==> src/rtl/flush_mismatch_trap.sv <==
// Latches the first disagreement of a run and the cycle it happened in.
module flush_mismatch_trap #(
    parameter int CW = 5
) (
    input  logic          clk,
    input  logic          rst_n,
    input  logic          clear_i,
    input  logic          cmp_en_i,
    input  logic          obs_i,
    input  logic          exp_i,
    input  logic [CW-1:0] cycle_i,
    output logic          fail_o,
    output logic [CW-1:0] fail_cycle_o
);
    typedef struct packed {
        logic          fail;
        logic [CW-1:0] cyc;
    } trap_t;

    trap_t trap_d, trap_q;

    always_comb begin
        trap_d = trap_q;
        if (clear_i) begin
            trap_d.fail = 1'b0;
            trap_d.cyc  = '0;
        end else if (cmp_en_i && (obs_i != exp_i) && !trap_q.fail) begin
            trap_d.fail = 1'b1;
            trap_d.cyc  = cycle_i;
        end
    end

    always_ff @(posedge clk or negedge rst_n) begin
        if (!rst_n) begin
            trap_q <= '0;
        end else begin
            trap_q <= trap_d;
        end
    end

    assign fail_o       = trap_q.fail;
    assign fail_cycle_o = trap_q.cyc;
endmodule

==> config.mk <==
export PLATFORM = sky130hd
export DESIGN_NAME = flush_mismatch_trap
export DESIGN_NICKNAME = d
export VERILOG_FILES = /design/src/rtl/flush_mismatch_trap.sv
export SDC_FILE = /design/constraint.sdc
export NUM_CORES = 1
export LEC_CHECK = 0
export BUFFER_PORTS_ARGS = -buffer_cell sky130_fd_sc_hd__buf_2
export CORE_AREA = 2 2 39 41
export DETAILED_ROUTE_END_ITERATION = 16
export DIE_AREA = 0 0 41 43
export HOLD_SLACK_MARGIN = 0.15
export SLEW_MARGIN = 25
export SYNTH_ARGS = -nofsm -noshare
export SYNTH_HDL_FRONTEND = slang
export SYNTH_SLANG_ARGS = --single-unit
==> constraint.sdc <==
create_clock -name clk -period 1.3 [get_ports clk]
set_input_delay 0.325 -clock clk [delete_from_list [all_inputs] [get_ports clk]]
set_output_delay 0.325 -clock clk [all_outputs]
set_load 0.01 [all_outputs]
---- Word level (Yosys, flattened, before mapping) ----
Cells that the tools add are included.
storage, ports and cells
  register bits after elaboration ......... 6
  input bits .............................. 11
  output and inout port bits .............. 6
  logic and storage cells ................. 9
cells by class
  equal/unequal tests ..................... 1
  mux-type cells .......................... 2
  reductions and logical operators ........ 4
operator list
  cell                   number
  2-to-1 mux 6 bit       2
  logical AND 1 bit      2
  nonzero test 2 bit     1
  zero test 1 bit        1
  inequality test 1 bit  1

---- Depth between registers and ports, before layout ----
  word-level depth ........................ 5
  gate-level depth with buffers ........... 3
  mapped depth without buffers ............ 3

---- Worst setup path before layout ----
OpenSTA, ideal clock, no wires.
  path type ............................... register to register
  from .................................... register trap_q (netlist bit fail_o)
  to ...................................... register trap_q (netlist bit fail_cycle_o[0])
  setup time .............................. 77 ps
  arrival time ............................ 1,097 ps
  required time ........................... 1,223 ps
  setup slack ............................. 125 ps
  cell stages (with the launch flop) ...... 4
  buffers on the path ..................... 0
  period minus slack after synthesis ...... 1,175 ps
  path through ............................ dfrtp_1 > nand2b_1 > or3b_1 > a21oi_1
between the ends
  word-level cells in the longest chain between the ends .. 3
ends and longest elaborated chain
  element                              RTL line  source
  start, declared                      20        trap_t trap_d, trap_q;
  start signal, assigned               37        trap_q <= trap_d;
  zero test 1 bit                      27        end else if (cmp_en_i && (obs_i != exp_i) && !trap_q.fail) begin
  logical AND 1 bit                    27
  nonzero test 2 bit (no source line)  n/a
No other way between the ends.
A chain may end at the register's enable or synchronous reset.

---- Final worst setup path ----
Same ends and word-level chain as after synthesis.

==> flow_metrics.env <==
export IMPL_drive_above_1_share=0.457
export IMPL_power_density_nw_per_um2=1080
export IMPL_core_area_um2=1380
export IMPL_n_antenna_cell=0
export IMPL_yosysWarnings=0
export IMPL_grt_pass1_wl_um=1080
export IMPL_grt_overflow_total=0
export IMPL_clk_pin_slew_ps=50
export IMPL_skew_ps=4.07
export IMPL_nets=59
export IMPL_clockBufferDepth=2
export IMPL_place_worst_setup_slack_ps=-128
export IMPL_worstSkewPairLatency_ps=240
export IMPL_yosys_area_share_simple=0.195
export IMPL_hold_class="in -> reg"
export IMPL_avgSynthCellArea_um2=10.6
export IMPL_start_util=0.200
export IMPL_layout_setup_ws_ps=86.2
export IMPL_peakVddDrop_v=0.000617
export IMPL_crit_path_max_fanout=10
export IMPL_num_vias=266
export IMPL_synth_top_family_by_area="compound AO/OA/AOI/OAI gates"
export IMPL_synth_compound_area_frac=0.199
export IMPL_relSlewSlack=0.748
export IMPL_gp_congestion=0.659
export IMPL_cap_viol_max_count=0
export IMPL_clock_fmax_mhz=824
export IMPL_seqCellArea_um2=150
export IMPL_fill_cells=158
export IMPL_cts_sinks=6
export IMPL_finalHoldViolCount=0
export IMPL_leakage_nw=0.210
export IMPL_vias_per_cell=4.29
export IMPL_synth_nets=37
export IMPL_dr_pass1_iters=2
export IMPL_holdWs_ps=320
export IMPL_cp_end_kind="register"
export IMPL_ioPinCount=17
export IMPL_drt_iter0_markers=1
export IMPL_status="completed"
export IMPL_die_x_um=41
export IMPL_place_port_buffers=16
export IMPL_antenna_found_initial=0
export IMPL_syn_cell_area_um2=277
export IMPL_wl_um=662
export IMPL_syn_to_final_growth_pct=51.6
export IMPL_die_h_um=43
export IMPL_multi_input_area_um2=136
export IMPL_drc=0
export IMPL_grt_usage=0.0970
export IMPL_grt_pass1_vias=254
export IMPL_postCtsSetupRepairBufs=0
export IMPL_path_class="reg -> reg"
export IMPL_cts_tree="built"
export IMPL_drv_slew=0
export IMPL_ant_nets=0
export IMPL_wl_per_cell_um=10.7
export IMPL_grt_max_degree=11
export IMPL_synth_cells=26
export IMPL_cts_inserted_buffers=3
export IMPL_worstSetupStartpointType="register"
export IMPL_worstMarginPinSlew_ps=376
export IMPL_setup_viol=0
export IMPL_synthMuxAreaShare=0
export IMPL_rows=14
export IMPL_clockRootBuffer="clkbuf_4"
export IMPL_synthAdderAreaFrac=0
export IMPL_timing_final_crit_share=0.934
export IMPL_arrival_ps=1370
export IMPL_synth_distinct_cells=8
export IMPL_die_area_um2=1760
export IMPL_worstPathRequired_ps=1460
export IMPL_cts_htree_levels=1
export IMPL_yosysSeqAreaShare=0.543
export IMPL_rsz0062_at_grt="false"
export IMPL_period_needed_ps=1210
export IMPL_synth_xor_area_frac=0.0633
export IMPL_power_mw=0.453
export IMPL_synth_seq_cells=6
[final timing paths]
kind	start	endpoint	slack, ps	cells past startpoint
min in group asynchronous	rst_n	fail_cycle_o[1]$_DFFE_PN0P_	430	2
max in group asynchronous	rst_n	fail_cycle_o[3]$_DFFE_PN0P_	720	2
worst max register to register	fail_o$_DFFE_PN0P_	fail_cycle_o[0]$_DFFE_PN0P_	90	3
worst max-delay path	fail_o$_DFFE_PN0P_	fail_cycle_o[0]$_DFFE_PN0P_	90	3
worst min register to register	fail_o$_DFFE_PN0P_	fail_o$_DFFE_PN0P_	500	2
worst min-delay path	clear_i	fail_cycle_o[4]$_DFFE_PN0P_	320	2
[state kept, by name, indices dropped and copies added (netlist names)]
name,flops
fail_cycle_o,5
fail_o,1
[area by class of cell]
class | count | share of cell area
flip-flops and latches | 6 | 0.358
multi-input cells | 20 | 0.325
repair buffers | 17 | 0.215
clock buffers | 3 | 0.0537
well taps | 16 | 0.0478
[synth_stat cells, drive strengths merged]
cell    n  area share
o21ai   5       0.090
a21oi   6        0.11
or3b    5        0.16
xor2    1       0.032
nand2b  1       0.023
xnor2   1       0.032
nor2    1       0.014
dfrtp   6        0.54
[cell usage in the layout, fill, tap and decap left out]
cell | netlist | routed
a21oi_1 | 6 | 6
buf_2 | 0 | 16
clkbuf_4 | 0 | 3
dfrtp_1 | 6 | 6
dlygate4sd3_1 | 0 | 1
nand2b_2 | 0 | 1
nor2_1 | 1 | 1
o21ai_0 | 5 | 5
or3b_1 | 5 | 5
xnor2_2 | 0 | 1
xor2_1 | 1 | 1
[metal layers]
layer / up-vias / GRT usage / share of wire
li1: 137 / - / -
met1: 115 / 0.131 / 0.51
met2: 14 / 0.109 / 0.37
met3: 0 / 0.0785 / 0.12
met4: 0 / 0.0400 / 0
met5: - / 0 / 0
[worst max-delay path, stage by stage (launching register included)]
cell	delay, ps
dfrtp_1	370
nand2b_2	260
or3b_1	380
a21oi_1	130
[through the flow]
step / setup TNS [ps] / util / area, um2 / std cells
global route: 0 / 0.303 / 419 / 62
finish: 0 / 0.303 / 419 / 62
global placement: -378 / 0.272 / 377 / 58
detailed placement: -572 / 0.272 / 377 / 58
floorplan: 0 / - / 277 / 26
CTS: 0 / 0.296 / 409 / 62
[power by group]
| group | internal [mW] | switching, mW | leakage [nW] |
|---|---|---|---|
| logic | 0.0381 | 0.0428 | 0.115 |
| registers | 0.198 | 0.00490 | 0.0813 |
| clock network | 0.104 | 0.0645 | 0.0138 |
[cells by family (layout without fill, tap and decap cells)]
| family | count (synthesis) | in the layout |
|---|---|---|
| DFF | 6 | 6 |
| xor gates and xnor gates | 2 | 2 |
| and+or+nand+nor | 7 | 7 |
| AOI/OAI and AO/OA | 11 | 11 |
| buffers and inverters | 0 | 20 |
[what timing repair did]
item	4_1_cts	5_1_grt
endpoints found under the hold margin	6	0
hold buffers	1	0
gates resized for setup	0	2
endpoints found under the setup margin	0	2
No activity file was read; power rests on OpenSTA's default activity.
